===== src/rtl/lin_uart_pkg.sv =====
package lin_uart_pkg;
    localparam int DATA_W = 9;
    localparam int CNT_W  = 4;

    typedef enum logic [1:0] {TX_IDLE, TX_FRAME, TX_BREAK, TX_DELIM} tx_state_e;
    typedef enum logic [1:0] {RX_IDLE, RX_FRAME, RX_BRKRUN, RX_WAITHI} rx_state_e;

    // bit times of low level sent for a break request
    function automatic logic [CNT_W-1:0] tx_break_bits(input logic lin, input logic long_char);
        if (lin) return long_char ? 4'd14 : 4'd13;
        return long_char ? 4'd11 : 4'd10;
    endfunction

    // consecutive low bit times that mark a break on the receive side
    function automatic logic [CNT_W-1:0] rx_break_bits(input logic lin, input logic long_char);
        if (lin) return long_char ? 4'd12 : 4'd11;
        return long_char ? 4'd11 : 4'd10;
    endfunction
endpackage


===== src/rtl/lin_uart_baud.sv =====
module lin_uart_baud #(
    parameter int DIV_W = 12
) (
    input  logic             clk,
    input  logic             rst_n,
    input  logic [DIV_W-1:0] div,
    output logic             tick
);
    typedef struct packed {
        logic [DIV_W-1:0] cnt;
    } baud_st_t;

    baud_st_t s_d, s_q;
    logic [DIV_W-1:0] lim;

    always_comb begin
        lim      = (div == '0) ? '0 : div - DIV_W'(1);
        tick     = (s_q.cnt >= lim);
        s_d.cnt  = tick ? '0 : s_q.cnt + DIV_W'(1);
    end

    always_ff @(posedge clk or negedge rst_n) begin
        if (!rst_n) s_q <= '0;
        else        s_q <= s_d;
    end
endmodule


===== src/rtl/lin_uart_tx.sv =====
module lin_uart_tx
    import lin_uart_pkg::*;
#(
    parameter int OVS = 16
) (
    input  logic              clk,
    input  logic              rst_n,
    input  logic              tick,
    input  logic              lin,
    input  logic              long_char,
    input  logic              req_valid,
    input  logic              req_brk,
    input  logic [DATA_W-1:0] req_data,
    output logic              ready,
    output logic              txd
);
    localparam int OVS_W   = $clog2(OVS);
    localparam int FRAME_W = DATA_W + 2;

    typedef struct packed {
        tx_state_e          state;
        logic [OVS_W-1:0]   tcnt;
        logic [CNT_W-1:0]   bcnt;
        logic [CNT_W-1:0]   last;
        logic [FRAME_W-1:0] sh;
    } tx_st_t;

    localparam tx_st_t TX_RST = '{state: TX_IDLE, tcnt: '0, bcnt: '0, last: '0, sh: '1};

    tx_st_t s_d, s_q;

    always_comb begin
        s_d = s_q;
        if (s_q.state == TX_IDLE) begin
            if (req_valid) begin
                s_d.tcnt = '0;
                s_d.bcnt = '0;
                if (req_brk) begin
                    s_d.state = TX_BREAK;
                    s_d.last  = tx_break_bits(lin, long_char) - 4'd1;
                end else begin
                    s_d.state = TX_FRAME;
                    s_d.last  = long_char ? 4'd10 : 4'd9;
                    s_d.sh    = long_char ? {1'b1, req_data, 1'b0}
                                          : {2'b11, req_data[7:0], 1'b0};
                end
            end
        end else if (tick) begin
            s_d.tcnt = s_q.tcnt + OVS_W'(1);
            if (s_q.tcnt == OVS_W'(OVS - 1)) begin
                s_d.tcnt = '0;
                s_d.bcnt = s_q.bcnt + 4'd1;
                s_d.sh   = {1'b1, s_q.sh[FRAME_W-1:1]};
                if (s_q.bcnt == s_q.last) begin
                    s_d.bcnt  = '0;
                    s_d.last  = '0;
                    s_d.state = (s_q.state == TX_BREAK) ? TX_DELIM : TX_IDLE;
                end
            end
        end
    end

    always_ff @(posedge clk or negedge rst_n) begin
        if (!rst_n) s_q <= TX_RST;
        else        s_q <= s_d;
    end

    assign ready = (s_q.state == TX_IDLE);
    assign txd   = (s_q.state == TX_FRAME) ? s_q.sh[0] : (s_q.state != TX_BREAK);
endmodule


===== src/rtl/lin_uart_rx.sv =====
module lin_uart_rx
    import lin_uart_pkg::*;
#(
    parameter int OVS = 16
) (
    input  logic              clk,
    input  logic              rst_n,
    input  logic              tick,
    input  logic              lin,
    input  logic              long_char,
    input  logic              rxd,
    output logic [DATA_W-1:0] data,
    output logic              valid,
    output logic              brk
);
    localparam int OVS_W = $clog2(OVS);
    localparam int MID   = OVS / 2 + 1;

    typedef struct packed {
        logic [1:0]        sync;
        rx_state_e         state;
        logic [OVS_W-1:0]  tcnt;
        logic [CNT_W-1:0]  bidx;
        logic [CNT_W-1:0]  run;
        logic              s7;
        logic              s8;
        logic [DATA_W-1:0] sh;
        logic [DATA_W-1:0] data;
        logic              valid;
        logic              brk;
    } rx_st_t;

    localparam rx_st_t RX_RST = '{sync: 2'b11, state: RX_IDLE, tcnt: '0, bidx: '0,
                                  run: '0, s7: 1'b1, s8: 1'b1, sh: '0, data: '0,
                                  valid: 1'b0, brk: 1'b0};

    rx_st_t s_d, s_q;
    logic              rx_s;
    logic              maj;
    logic [CNT_W-1:0]  run_n;
    logic [CNT_W-1:0]  stop_idx;

    always_comb begin
        s_d       = s_q;
        s_d.sync  = {s_q.sync[0], rxd};
        s_d.valid = 1'b0;
        s_d.brk   = 1'b0;
        rx_s      = s_q.sync[1];
        maj       = (s_q.s7 & s_q.s8) | (s_q.s7 & rx_s) | (s_q.s8 & rx_s);
        run_n     = maj ? '0 : ((s_q.run == '1) ? s_q.run : s_q.run + 4'd1);
        stop_idx  = long_char ? 4'd10 : 4'd9;

        unique case (s_q.state)
            RX_IDLE: begin
                if (tick && !rx_s) begin
                    s_d.state = RX_FRAME;
                    s_d.tcnt  = OVS_W'(1);
                    s_d.bidx  = '0;
                    s_d.run   = '0;
                    s_d.sh    = '0;
                end
            end
            RX_WAITHI: begin
                if (rx_s) s_d.state = RX_IDLE;
            end
            default: begin
                if (tick) begin
                    s_d.tcnt = s_q.tcnt + OVS_W'(1);
                    if (s_q.tcnt == OVS_W'(OVS - 1)) begin
                        s_d.tcnt = '0;
                        s_d.bidx = s_q.bidx + 4'd1;
                    end
                    if (s_q.tcnt == OVS_W'(MID - 2)) s_d.s7 = rx_s;
                    if (s_q.tcnt == OVS_W'(MID - 1)) s_d.s8 = rx_s;
                    if (s_q.tcnt == OVS_W'(MID)) begin
                        s_d.run = run_n;
                        if (lin && !maj && run_n >= rx_break_bits(1'b1, long_char)) begin
                            s_d.brk   = 1'b1;
                            s_d.state = RX_WAITHI;
                        end else if (s_q.state == RX_BRKRUN) begin
                            if (maj) s_d.state = RX_IDLE;
                        end else if (s_q.bidx == '0) begin
                            if (maj) s_d.state = RX_IDLE;
                        end else if (s_q.bidx == stop_idx) begin
                            if (maj) begin
                                s_d.valid = 1'b1;
                                s_d.data  = long_char ? s_q.sh : {1'b0, s_q.sh[DATA_W-1:1]};
                                s_d.state = RX_IDLE;
                            end else if (lin) begin
                                s_d.state = RX_BRKRUN;
                            end else if (s_q.sh == '0) begin
                                s_d.brk   = 1'b1;
                                s_d.state = RX_WAITHI;
                            end else begin
                                s_d.state = RX_WAITHI;
                            end
                        end else begin
                            s_d.sh = {maj, s_q.sh[DATA_W-1:1]};
                        end
                    end
                end
            end
        endcase
    end

    always_ff @(posedge clk or negedge rst_n) begin
        if (!rst_n) s_q <= RX_RST;
        else        s_q <= s_d;
    end

    assign data  = s_q.data;
    assign valid = s_q.valid;
    assign brk   = s_q.brk;
endmodule


===== src/rtl/lin_uart.sv =====
module lin_uart
    import lin_uart_pkg::*;
#(
    parameter int DIV_W = 12,
    parameter int OVS   = 16
) (
    input  logic             clk,
    input  logic             rst_n,
    input  logic             cfg_tx_lin,
    input  logic             cfg_rx_lin,
    input  logic             cfg_long_char,
    input  logic [DIV_W-1:0] cfg_div,
    input  logic             tx_valid,
    input  logic             tx_brk,
    input  logic [8:0]       tx_data,
    output logic             tx_ready,
    output logic             txd,
    input  logic             rxd,
    output logic [8:0]       rx_data,
    output logic             rx_valid,
    output logic             brk_det
);
    logic baud_tick;

    lin_uart_baud #(.DIV_W(DIV_W)) u_baud (
        .clk  (clk),
        .rst_n(rst_n),
        .div  (cfg_div),
        .tick (baud_tick)
    );

    lin_uart_tx #(.OVS(OVS)) u_tx (
        .clk      (clk),
        .rst_n    (rst_n),
        .tick     (baud_tick),
        .lin      (cfg_tx_lin),
        .long_char(cfg_long_char),
        .req_valid(tx_valid),
        .req_brk  (tx_brk),
        .req_data (tx_data),
        .ready    (tx_ready),
        .txd      (txd)
    );

    lin_uart_rx #(.OVS(OVS)) u_rx (
        .clk      (clk),
        .rst_n    (rst_n),
        .tick     (baud_tick),
        .lin      (cfg_rx_lin),
        .long_char(cfg_long_char),
        .rxd      (rxd),
        .data     (rx_data),
        .valid    (rx_valid),
        .brk      (brk_det)
    );
endmodule


===== config.mk =====
export PLATFORM = sky130hd
export DESIGN_NAME = lin_uart
export DESIGN_NICKNAME = d
export VERILOG_FILES = /design/src/rtl/lin_uart_pkg.sv /design/src/rtl/lin_uart_baud.sv /design/src/rtl/lin_uart_tx.sv /design/src/rtl/lin_uart_rx.sv /design/src/rtl/lin_uart.sv
export SDC_FILE = /design/constraint.sdc
export NUM_CORES = 1
export LEC_CHECK = 0
export CORE_MARGIN = 2
export CORE_UTILIZATION = 52
export CTS_CLUSTER_DIAMETER = 200
export DETAILED_ROUTE_END_ITERATION = 8
export PLACE_DENSITY = 0.76
export SKIP_CTS_REPAIR_TIMING = 1
export SLEW_MARGIN = 0
export SYNTH_ARGS = -nofsm -noshare
export SYNTH_HDL_FRONTEND = slang
export SYNTH_SLANG_ARGS = --single-unit

===== constraint.sdc =====
create_clock -name clk -period 2.5 [get_ports clk]
set_input_delay 0.5 -clock clk [delete_from_list [all_inputs] [get_ports clk]]
set_output_delay 0.5 -clock clk [all_outputs]
set_load 0.02 [all_outputs]

=== After elaboration in Yosys (flattened, before gate mapping) ===
Index checks and enable logic that the tools add are counted.

* Register bits after elaboration: 75
* Input bits: 29
* Output and inout port bits: 13

* Add/sub/neg operators: 8
* Magnitude comparators: 2
* Eq/ne operators: 21
* Mux-type cells: 68
* Bitwise operators: 10
* Reductions and logical operators: 32

{| class="wikitable"
|+ Operators by type and width
! operator !! number
|-
| 2-to-1 mux 25 bit || 4
|-
| 2-to-1 mux 20 bit || 3
|-
| 2-to-1 mux 4 bit || 13
|-
| 2-to-1 mux 36 bit || 1
|-
| 2-to-1 mux 2 bit || 14
|-
| 2-to-1 mux 9 bit || 3
|-
| 2-to-1 mux 12 bit || 2
|-
| one-hot mux 12 bit (2 select lines) || 1
|-
| 2-to-1 mux 11 bit || 2
|-
| adder 4 x 1 -> 4 bit (second input constant) || 5
|-
| == test 4 bit (second input constant) || 5
|-
| 2-to-1 mux 10 bit || 2
|-
| 2-to-1 mux 19 bit || 1
|-
| one-hot mux 9 bit (2 select lines) || 1
|-
| 2-to-1 mux 1 bit || 16
|-
| 2-to-1 mux 8 bit || 2
|-
| AND reduction 4 bit || 4
|-
| AND reduction 8 bit || 2
|-
| 2-to-1 mux 14 bit || 1
|-
| inequality test 2 bit (second input constant) || 7
|-
| adder 12 x 1 -> 12 bit (second input constant) || 1
|-
| >= comparator 12 bit || 1
|-
| zero test 12 bit || 1
|-
| AND reduction 3 bit || 4
|-
| 24 further kinds || 45
|}

=== Depth between registers and ports, before layout ===
Gate-level depths: netlist of run 1.

* Word-level depth: 15
* Gate-level depth with buffers: 16

=== Modules after synthesis ===
Synthesis of run 1 repeated with hierarchy kept, for this count alone.

* Cell total of the unflattened synthesis: 505
* Area, all modules: 4838.4 um^2

{| class="wikitable"
|+ By module, submodules not included
! module !! instances !! cells each !! area an instance (um^2)
|-
| lin_uart_rx || 1 || 226 || 2363.5
|-
| lin_uart_tx || 1 || 147 || 1352.5
|-
| lin_uart_baud || 1 || 132 || 1122.3
|}

=== Worst setup path before layout of run 1 ===
Ideal clock, no wire load.

* Path type: in2reg
* Start point: input cfg_div[5]
* End point: register u_rx.s_q[19] (netlist bit)
* Data arrival time: 4.287 ns
* Required time: 2.375 ns
* Slack: -1.911 ns
* Stages: 15
* Path buffers: 2
* Cell sequence: or4_4 > or3_4 > or4_1 > or3b_1 > buf_6 > and2_4 > ha_1 > nor2b_1 > o21ai_0 > a41oi_1 > o21ai_1 > nand2_1 > nor3_1 > buf_2 > mux2_2

* Longest elaborated chain between the ends: 6
* Elaborated cells on any way between the ends: 8

{| class="wikitable"
|+ Ends and longest elaborated chain
! what !! line !! RTL
|-
| start: declaration || lin_uart.sv:12 || <nowiki>input logic [DIV_W-1:0] cfg_div,</nowiki>
|-
| subtractor 12 x 1 -> 12 bit / zero test 12 bit (equally long branches) || lin_uart_baud.sv:17 || <nowiki>lim = (div == '0) ? '0 : div - DIV_W'(1);</nowiki>
|-
| 2-to-1 mux 12 bit (*) || lin_uart_baud.sv:17 ||
|-
| >= comparator 12 bit (*) || lin_uart_baud.sv:18 || <nowiki>tick = (s_q.cnt >= lim);</nowiki>
|-
| logical AND 1 bit || lin_uart_rx.sv:55 || <nowiki>if (tick && !rx_s) begin</nowiki>
|-
| inequality test 2 x 1 -> 1 bit (no line) || -- ||
|-
| AND reduction 8 bit (no line) (*) || -- ||
|-
| end signal: assignment || lin_uart_rx.sv:107 || <nowiki>if (!rst_n) s_q <= RX_RST;</nowiki>
|-
| end signal: assignment || lin_uart_rx.sv:108 || <nowiki>else s_q <= s_d;</nowiki>
|-
| end: declaration || lin_uart_rx.sv:37 || <nowiki>rx_st_t s_d, s_q;</nowiki>
|}

Mark *: on every way between the ends. The rest lies on a longest branch, timed or not.
A chain may end at the register's enable or synchronous reset.

=== Worst setup path after layout of run 1 ===
* Start point: input cfg_div[4]
* End point: register u_tx.s_q[23] (netlist bit)

* Longest elaborated chain between the ends: 5
* Elaborated cells on any way between the ends: 6

{| class="wikitable"
|+ Ends and longest elaborated chain
! what !! line !! RTL
|-
| subtractor 12 x 1 -> 12 bit / zero test 12 bit (equally long branches) || lin_uart_baud.sv:17 ||
|-
| 2-to-1 mux 12 bit (*) || lin_uart_baud.sv:17 ||
|-
| >= comparator 12 bit (*) || lin_uart_baud.sv:18 ||
|-
| nonzero test 2 bit (no line) (*) || -- ||
|-
| AND reduction 4 bit (no line) (*) || -- ||
|-
| end signal: assignment || lin_uart_tx.sv:64 || <nowiki>if (!rst_n) s_q <= TX_RST;</nowiki>
|-
| end signal: assignment || lin_uart_tx.sv:65 || <nowiki>else s_q <= s_d;</nowiki>
|-
| end: declaration || lin_uart_tx.sv:30 || <nowiki>tx_st_t s_d, s_q;</nowiki>
|}

Marked as above.

==> results.txt, run 1 <==
* Core area: 0.00859 mm²
* Layout area overhead: 36.8%
* Final-stage net count: 655
- Data required time at the worst endpoint: 2.73 ns
- Routed wire length: 11.5 mm
- Setup violations remaining at the end of the flow were counted as 73.
* Width of the die: 97.4 µm
* Number of antenna violations at the first check in global routing: 0
* Status: complete, but fails checks
- By instance count, the leading cell after synthesis is sky130_fd_sc_hd__nand2_1.
- Number of max-capacitance violations reported: 0
- The initial utilization of the core area, before any placement, comes to 0.527.
* Async set-or-reset flop fraction in the synthesized netlist: 1.00
- Unrepaired setup endpoints after global routing: true
- Entering global routing, the biggest net connects 43 pins.
- Worst slack on hold paths: 0.150 ns
- Dividing the final minimum period by the clock period gives 1.63.
- Dividing the detail-routed wire length by the instance count gives 16.2 µm.
- Critical Path AT: 4.31 ns
* Largest voltage drop on the vdd net: 0.000498 V
* Gp weighted congestion: 0.876
- Prior to clock tree synthesis, the placed netlist has a worst setup slack of -2.19 ns.
* Distinct cells, synth: 59
- Clock latency on the worst-skew pair: 0.35 ns
- Element type at the critical path start: input pin
- 42 I/O pins were placed.
* Yosys top cell by area: sky130_fd_sc_hd__dfrtp_1
* Count of standard-cell rows: 34
- The H-tree generated during clock tree synthesis spans 3 levels.
- Net switching power of the design: 0.00151 W
* Metal3 WL: 499 µm
* Number of clock buffers inserted by TritonCTS: 9
- Number of instances in the synthesized netlist: 498
- In this run the cell area of the synthesized design comes to 0.00453 mm².
- The tree is rooted in a sky130_fd_sc_hd__clkbuf_8.
* Remaining antenna violation count after routing: 0
- After layout, the worst setup slack is -1.58 ns.
- The final-report max-slew violation count is 0.
- For the finished layout, the period the worst path requires is 4.08 ns.
* Slew @ Worst Pin: 0.918 ns
- Critical path class: in -> reg
* Layout cell share with drive strength beyond 1: 0.282
- Dividing the detail-routed via count by the number of cells gives 5.74.
* Cell-internal power: 0.00275 W
* Y dimension of the die: 97.4 µm
- The number of hold violations in the final report was 0.
- Buffers placed on the I/O ports in this run total 41.
- Timing would allow up to 0.245 GHz.
- Ant. Diodes: 0
- Summing all placed instances gives a cell area of 0.00543 mm².
* First-pass GRT wire length: 17.1 mm
- Clock-pin slew on the worst setup and hold paths: 0.08 ns
- Total via count after detailed routing: 4062
- The finished cells cover 0.00620 mm².
- In the global route stage, overall resource usage came out at 0.218.
- P per Cell Area: 687 mW/mm²
- Share of Yosys cell area claimed by the top area cell type: 0.331
- Synthesis produced a netlist with a net count of 558.
- Post-layout power: 0.00426 W
* Synth warnings: 0
- Number of flops mapped to enable cells by yosys: 0
* Syn Area/Cell: 9.10 µm²
- TritonCTS built the clock tree.
- Clock tree synthesis found a total of 75 sinks.
- Clock power frac: 0.247
- In the final routing, the length of wire on met1 measures 4.91 mm.
* Switching part of the total: 0.354
- Hold WC Path Type: in -> async
- Sequential fraction of design power: 0.395
- The worst pin sits at a relative slew slack of 0.385.
- Leading register cell type out of synthesis: sky130_fd_sc_hd__dfrtp_1
- Flop and latch count out of synthesis: 75
- Post-DP HPWL: 7.10 mm
- Summed over all cells, the static leakage comes to 2.79 nW.
- Cell types with the largest area share after synthesis: sky130_fd_sc_hd__dfrtp_1 (33%), sky130_fd_sc_hd__dfstp_2 (8.7%), sky130_fd_sc_hd__ha_1 (8.6%)
- For this block, the initial DRC count from the detailed router was 257.
- For this run, design rule violations remaining after detail routing come to 0.
- Worst Setup End Kind: flip-flop
- Signal routing reaches up to met4.
* Top cell types by occurrence after synthesis: sky130_fd_sc_hd__nand2_1 (70), sky130_fd_sc_hd__dfrtp_1 (60), sky130_fd_sc_hd__o21ai_0 (44)
* Number of detailed-routing iterations run before antenna repair: 5
* Total overflow reported by the global router: 0
* Share of synthesized area occupied by flip-flops and latches: 0.418
- Combinational fraction of design power: 0.358
- Across the routed clock network, the largest skew measured is 0.0147 ns.
- The die covers 0.00948 mm².
* Vias in the first global route: 3835
* Violated checks: setup timing
- Met2 wirelength from detailed routing: 5.78 mm
* Max Buffers Root-to-Sink: 2
- Along the worst path, the maximum fanout reaches 8.
-- power groups by stage --
stage          registers (W)  clock network [W]  logic (W)
2_1_floorplan        0.00163                  0   0.000850
3_3_place_gp         0.00167                  0    0.00122
3_5_place_dp         0.00168                  0    0.00128
4_1_cts              0.00167            0.00107    0.00129
5_1_grt              0.00171            0.00113    0.00168
6_report             0.00168            0.00105    0.00153
-- state kept, by name, indices dropped and copies added, names as in the netlist --
| signal | count |
|---|---|
| u_rx.s_q | 25 |
| u_tx.s_q | 25 |
| u_baud.s_q | 12 |
| u_rx.data | 9 |
| u_rx.brk | 1 |
| u_rx.rx_s | 1 |
| u_rx.s_d | 1 |
| u_rx.valid | 1 |
-- cell usage in the layout, fill, tap and decap left out, drive strengths merged, types with 9 or more instances in the layout --
cell,synthesis,routed
o21ai,45,45
xor2,17,17
clkbuf,14,18
xnor2,9,9
ha,31,31
nor2,39,39
mux2i,19,19
dfrtp,60,60
clkdlybuf4s50,0,35
buf,12,68
nand3,18,18
a21oi,16,16
inv,29,29
dfstp,15,15
nand2,70,70
-- final cells by class --
| class | instances | area [µm²] |
|---|---|---|
| clock buffer | 12 | 178 |
| clock inverter | 4 | 55.1 |
| fill | 620 | 2390 |
| inverter | 29 | 109 |
| multi-input combinational | 369 | 2760 |
| sequential | 75 | 1900 |
| tap | 108 | 135 |
| timing repair buffer | 111 | 1070 |
-- final timing paths --
check	slack, ns	to	start	depth (start not counted)
max	-1.58	u_tx.s_q[23]$_DFFE_PN0P_	cfg_div[4]	15
min	0.15	u_tx.s_q[24]$_DFFE_PN0P_	rst_n	1
max reg2reg	-0.65	u_rx.s_q[35]$_DFFE_PN0P_	u_rx.s_q[22]$_DFFE_PN0P_	13
min reg2reg	0.36	u_rx.rx_s$_DFF_PN1_	u_rx.s_d[37]$_DFF_PN1_	0
max in group asynchronous	1.77	u_tx.s_q[14]$_DFFE_PN0P_	rst_n	2
min in group clk	0.36	u_rx.rx_s$_DFF_PN1_	u_rx.s_d[37]$_DFF_PN1_	0
-- stage by stage --
| step | utilization | cells | setup TNS (ns) |
|---|---|---|---|
| 3_5_place_dp | 0.631 | 675 | -148.38 |
| 4_1_cts | 0.659 | 691 | -122.89 |
| 6_report | 0.722 | 708 | -103.36 |
| 2_1_floorplan | - | 498 | -104.90 |
| 3_3_place_gp | 0.631 | 675 | -141.69 |
| 5_1_grt | 0.722 | 708 | -111.42 |
-- worst max-delay path, stage by stage --
cell and delay (ns):
sky130_fd_sc_hd__buf_6 0.09, sky130_fd_sc_hd__or4_4 0.53, sky130_fd_sc_hd__or3_4 0.40, sky130_fd_sc_hd__or4_4 0.50, sky130_fd_sc_hd__or3b_4 0.45, sky130_fd_sc_hd__and2_4 0.16
sky130_fd_sc_hd__ha_4 0.25, sky130_fd_sc_hd__nor2b_1 0.04, sky130_fd_sc_hd__o21ai_1 0.16, sky130_fd_sc_hd__a41oi_2 0.16, sky130_fd_sc_hd__o21ai_4 0.25, sky130_fd_sc_hd__buf_12 0.17
sky130_fd_sc_hd__a21oi_4 0.05, sky130_fd_sc_hd__or2_4 0.30, sky130_fd_sc_hd__mux2_4 0.29
-- per-layer routing --
| layer | up-vias | global-route usage |
|---|---|---|
| met5 | - | 0 |
| met4 | 0 | 0.0876 |
| met3 | 30 | 0.0468 |
| met2 | 114 | 0.367 |
| met1 | 1981 | 0.273 |
| li1 | 1937 | - |
-- logic make-up (layout without fill, tap and decap cells) --
group           after synthesis  in the layout  synth area share
compound gates              102            102             0.140
fa+ha+maj                    31             31            0.0856
buf+inv                      55            156            0.0549
mux                          25             25            0.0569
xor+xnor                     26             26            0.0502
simple gates                184            185             0.194
flops                        75             75             0.418
Power figures use the tool's default switching activity.
==> inputs of run 2 (changes only) <==
--- a/config.mk
+++ b/config.mk
@@ -6,12 +6,12 @@
 export NUM_CORES = 1
 export LEC_CHECK = 0
 export CORE_MARGIN = 2
-export CORE_UTILIZATION = 52
+export CORE_UTILIZATION = 40
 export CTS_CLUSTER_DIAMETER = 200
 export DETAILED_ROUTE_END_ITERATION = 8
-export PLACE_DENSITY = 0.76
 export SKIP_CTS_REPAIR_TIMING = 1
 export SLEW_MARGIN = 0
 export SYNTH_ARGS = -nofsm -noshare
 export SYNTH_HDL_FRONTEND = slang
+export SYNTH_HIERARCHICAL = 1
 export SYNTH_SLANG_ARGS = --single-unit
==> run 2 against run 1 <==
Effect of this change:
- the flow still finishes with violations (setup timing)
- wire length grew 2.8%
- critical endpoint is now u_rx/s_q[19]$_DFFE_PN0P_
- flip-flop and latch count is the same
- largest power group unchanged
- hold slack got worse by 0.072 ns
- critical path type unchanged
- via count rose by 1.8%
==> results.txt, run 2 <==
- Number of clock buffers inserted by TritonCTS: 9 (unchanged)
* Clock period minus final worst setup slack: 3.62 ns (was 4.08 ns)
- Distinct cells, synth: 72 (was 59)
- Number of antenna violations at the first check in global routing: 0 (unchanged)
* Cell types with the largest area share after synthesis: sky130_fd_sc_hd__dfrtp_1 (31%), sky130_fd_sc_hd__dfstp_2 (8.1%), sky130_fd_sc_hd__ha_1 (8.0%) (was sky130_fd_sc_hd__dfrtp_1 (33%), sky130_fd_sc_hd__dfstp_2 (8.7%), sky130_fd_sc_hd__ha_1 (8.6%))
- The final-report setup violation count came to 73 (unchanged).
- Total via count after detailed routing: 4135 (was 4062)
- Violated checks: setup timing (unchanged)
- Slew @ Worst Pin: 0.521 ns (was 0.918 ns)
- Status: complete, but fails checks (unchanged).
- Placed instance count: 728 (was 675)
- Hold WC Path Type: in -> async (unchanged)
- Area taken by multi-input logic gates: 0.00301 mm² (was 0.00276 mm²)
- The die outline area was 0.0130 mm² (was 0.00948 mm²).
- Total standard cell area after synthesis: 0.00484 mm² (was 0.00453 mm²)
* Final TNS setup: -60.51 ns (was -103.36 ns)
- Leading cell type by number of instances after synthesis: sky130_fd_sc_hd__dfrtp_1 (was sky130_fd_sc_hd__nand2_1)
- Syn Area/Cell: 9.58 µm² (was 9.10 µm²)
* Layout area overhead: 35.8% (was 36.8%)
- The per-cell via count in the routed design was 5.47 (was 5.74).
* Share of Yosys cell area claimed by the top area cell type: 0.310 (was 0.331)
- The async set-or-reset flop fraction in the synthesized netlist came to 1.00 (unchanged).
- Leading register cell type out of synthesis: sky130_fd_sc_hd__dfrtp_1 (unchanged)
- The height of the die came to 114 µm (was 97.4 µm).
- Registers with the highest flip-flop counts: u_rx/s_q (25), u_tx/s_q (25), u_baud/s_q (12) (was u_rx.s_q (25), u_tx.s_q (25), u_baud.s_q (12)).
- Final hold violation count: 0 (unchanged)
- Post-DR wirelength/cell: 15.6 µm (was 16.2 µm)
- The global-route usage over all layers was 0.179 (was 0.218).
- Commonest cells after routing, fill and taps aside: sky130_fd_sc_hd__buf_4 (66), sky130_fd_sc_hd__dfrtp_1 (60), sky130_fd_sc_hd__nand2_1 (45) (was sky130_fd_sc_hd__nand2_1 (66), sky130_fd_sc_hd__dfrtp_1 (60), sky130_fd_sc_hd__buf_4 (52))
- Largest net degree at the start of global routing: 49 (was 43)
- The final-report max-slew violation count is 0 (unchanged).
- The half-perimeter wire length after placement was 8.02 mm (was 7.10 mm).
* Peak fanout along the critical path: 7 (was 8)
* Filler Cell Count: 1058 (was 620)
- The worst setup skew after layout was 0.00502 ns (was 0.0147 ns).
* Number of max-capacitance violations reported: 0 (unchanged)
- Worst Setup End Kind: flip-flop (unchanged)
- Largest voltage drop on the vdd net: 0.000422 V (was 0.000498 V)
- Fin cells: 756 (was 708)
- The antenna diode instance count came to 0 (unchanged).
- Number of detailed-routing iterations run before antenna repair: 4 (was 5)
- Number of flops mapped to enable cells by yosys: 0 (unchanged)
- The ratio of final minimum period to clock period is 1.45 (was 1.63).
- Vias in the first global route: 4073 (was 3835)
- The clock tree from TritonCTS is yes (unchanged).
- The critical path class was in -> reg (unchanged).
- The first-pass GRT wire length was 18.8 mm (was 17.1 mm).
- The number of violations reported at the end of detailed-routing iteration 0 is 217 (was 257).
- Width of the die: 114 µm (was 97.4 µm)
- The post-synthesis net count came to 565 (was 558).
- The core outline area came to 0.0119 mm² (was 0.00859 mm²).
- Count of standard-cell rows: 40 (was 34)
- The startpoint class of the critical path is an input pin (unchanged).
- The footprint of the flip-flops and latches is 0.00190 mm² (unchanged).
* Flop and latch count out of synthesis: 75 (unchanged)
- Worst slack on hold paths: 0.0787 ns (was 0.150 ns)
- The remaining global-route overflow was 0 (unchanged).
- Leakage power: 2.88 nW (was 2.79 nW)
- The port buffer count is 41 (unchanged).
- The critical path data required time is 2.73 ns (about the same).
* Unrepaired setup endpoints after global routing: true (unchanged)
- The fraction of final layout cells sized beyond drive strength 1 was 0.346 (was 0.282).
* Clock latency on the worst-skew pair: 0.34 ns (was 0.35 ns)
* P per Cell Area: 648 mW/mm² (was 687 mW/mm²)
- Remaining antenna violation count after routing: 0 (unchanged)
- The number of nets in the layout is 664 (was 655).
* Root buffer selected by CTS: sky130_fd_sc_hd__clkbuf_16 (was sky130_fd_sc_hd__clkbuf_8)
* Clock-pin slew on the worst setup and hold paths: 0.06 ns (was 0.08 ns)
* Gp weighted congestion: 0.822 (was 0.876)
* Critical Path AT: 3.84 ns (was 4.31 ns)
- The worst setup slack after layout was -1.12 ns (was -1.58 ns).
* Max Buffers Root-to-Sink: 2 (unchanged)
- The H-tree depth was 3 (unchanged).
* Clock Sink Count: 75 (unchanged)
- The total routed wirelength came to 11.8 mm (was 11.5 mm).
- Slew Limit Headroom: 0.649 (was 0.385)
* Share of synthesized area occupied by flip-flops and latches: 0.392 (was 0.418)
* Number of instances in the synthesized netlist: 505 (was 498)
- The number of top-level pins was 42 (unchanged).
* Synth warnings: 6 (was 0)
* Most common library cell in the layout ignoring fill and taps: sky130_fd_sc_hd__buf_4 (was sky130_fd_sc_hd__nand2_1)
- Top cell types by occurrence after synthesis: sky130_fd_sc_hd__dfrtp_1 (60), sky130_fd_sc_hd__nand2_1 (48), sky130_fd_sc_hd__nor2_1 (32) (was sky130_fd_sc_hd__nand2_1 (70), sky130_fd_sc_hd__dfrtp_1 (60), sky130_fd_sc_hd__o21ai_0 (44)).
- The cell type contributing the most total cell area after synthesis was sky130_fd_sc_hd__dfrtp_1 (unchanged).
- The number of design rule violations left after detail routing was 0 (unchanged).
- Effective utilization at floorplan: 0.406 (was 0.527)
- The highest clock rate came to 0.277 GHz (was 0.245 GHz).
-- run 2: metrics by stage --
stage,utilization,setup slack (ns),cell area [µm²],power [W]
6_report,0.552,-1.12,6570,0.00426
3_5_place_dp,0.488,-2.05,5810,0.00272
5_1_grt,0.552,-1.23,6570,0.00452
4_1_cts,0.515,-1.70,6140,0.00418
2_1_floorplan,-,-1.71,4950,0.00231
3_3_place_gp,0.488,-2.00,5810,0.00267
-- run 2: worst paths after layout --
check / startpoint / to / slack [ns] / depth (start not counted)
max: cfg_div[6] / u_rx/s_q[19]$_DFFE_PN0P_ / -1.12 / 15
min: rst_n / u_rx/s_q[22]$_DFFE_PN0P_ / 0.08 / 1
max reg2reg: u_rx/s_q[21]$_DFFE_PN1P_ / u_rx/s_q[19]$_DFFE_PN0P_ / -0.21 / 8
min reg2reg: u_rx/s_d[37]$_DFF_PN1_ / u_rx/rx_s$_DFF_PN1_ / 0.36 / 0
max in group asynchronous: rst_n / u_tx/s_q[1]$_DFFE_PN1P_ / 1.79 / 2
min in group clk: u_rx/s_d[37]$_DFF_PN1_ / u_rx/rx_s$_DFF_PN1_ / 0.36 / 0
-- run 2: critical path, cell delays in order --
cell and delay [ns]:
sky130_fd_sc_hd__buf_6 0.09, sky130_fd_sc_hd__or4_4 0.56, sky130_fd_sc_hd__or3_4 0.36, sky130_fd_sc_hd__or3_4 0.38
sky130_fd_sc_hd__and2_4 0.18, sky130_fd_sc_hd__ha_4 0.25, sky130_fd_sc_hd__nand2b_4 0.11, sky130_fd_sc_hd__a21oi_2 0.05
sky130_fd_sc_hd__o21ai_2 0.14, sky130_fd_sc_hd__a21o_4 0.20, sky130_fd_sc_hd__nand2b_4 0.07, sky130_fd_sc_hd__a21oi_4 0.14
sky130_fd_sc_hd__o21ai_2 0.09, sky130_fd_sc_hd__or3_4 0.43, sky130_fd_sc_hd__mux2_4 0.30
-- run 2: kinds of logic after synthesis --
group / count (synthesis) / synth area share
simple gates: 183 / 0.200
compound gates: 119 / 0.182
flops: 75 / 0.392
buf+inv: 53 / 0.0595
fa+ha+maj: 32 / 0.0830
xor+xnor: 26 / 0.0471
mux: 17 / 0.0372
-- run 2: power breakdown --
part / total [W] / switching (W) / internal, W
clock network: 0.00143 / 0.000504 / 0.000927
logic: 0.00124 / 0.000669 / 0.000568
registers: 0.00159 / 0.000142 / 0.00145
total: 0.00426 / 0.00132 / 0.00294
-- run 2: metal layers --
metal,up-vias,part of all wire,global-route usage
met5,-,0,0
met4,0,0.016,0.0675
met3,15,0.030,0.0329
met2,67,0.49,0.293
met1,2030,0.46,0.237
li1,2023,-,-
-- run 2: cell type report --
cell class | instances | share of cell area
multi-input combinational | 379 | 0.458
sequential | 75 | 0.288
timing repair buffer | 117 | 0.163
tap | 147 | 0.0280
clock inverter | 4 | 0.0110
inverter | 22 | 0.0126
clock buffer | 12 | 0.0390
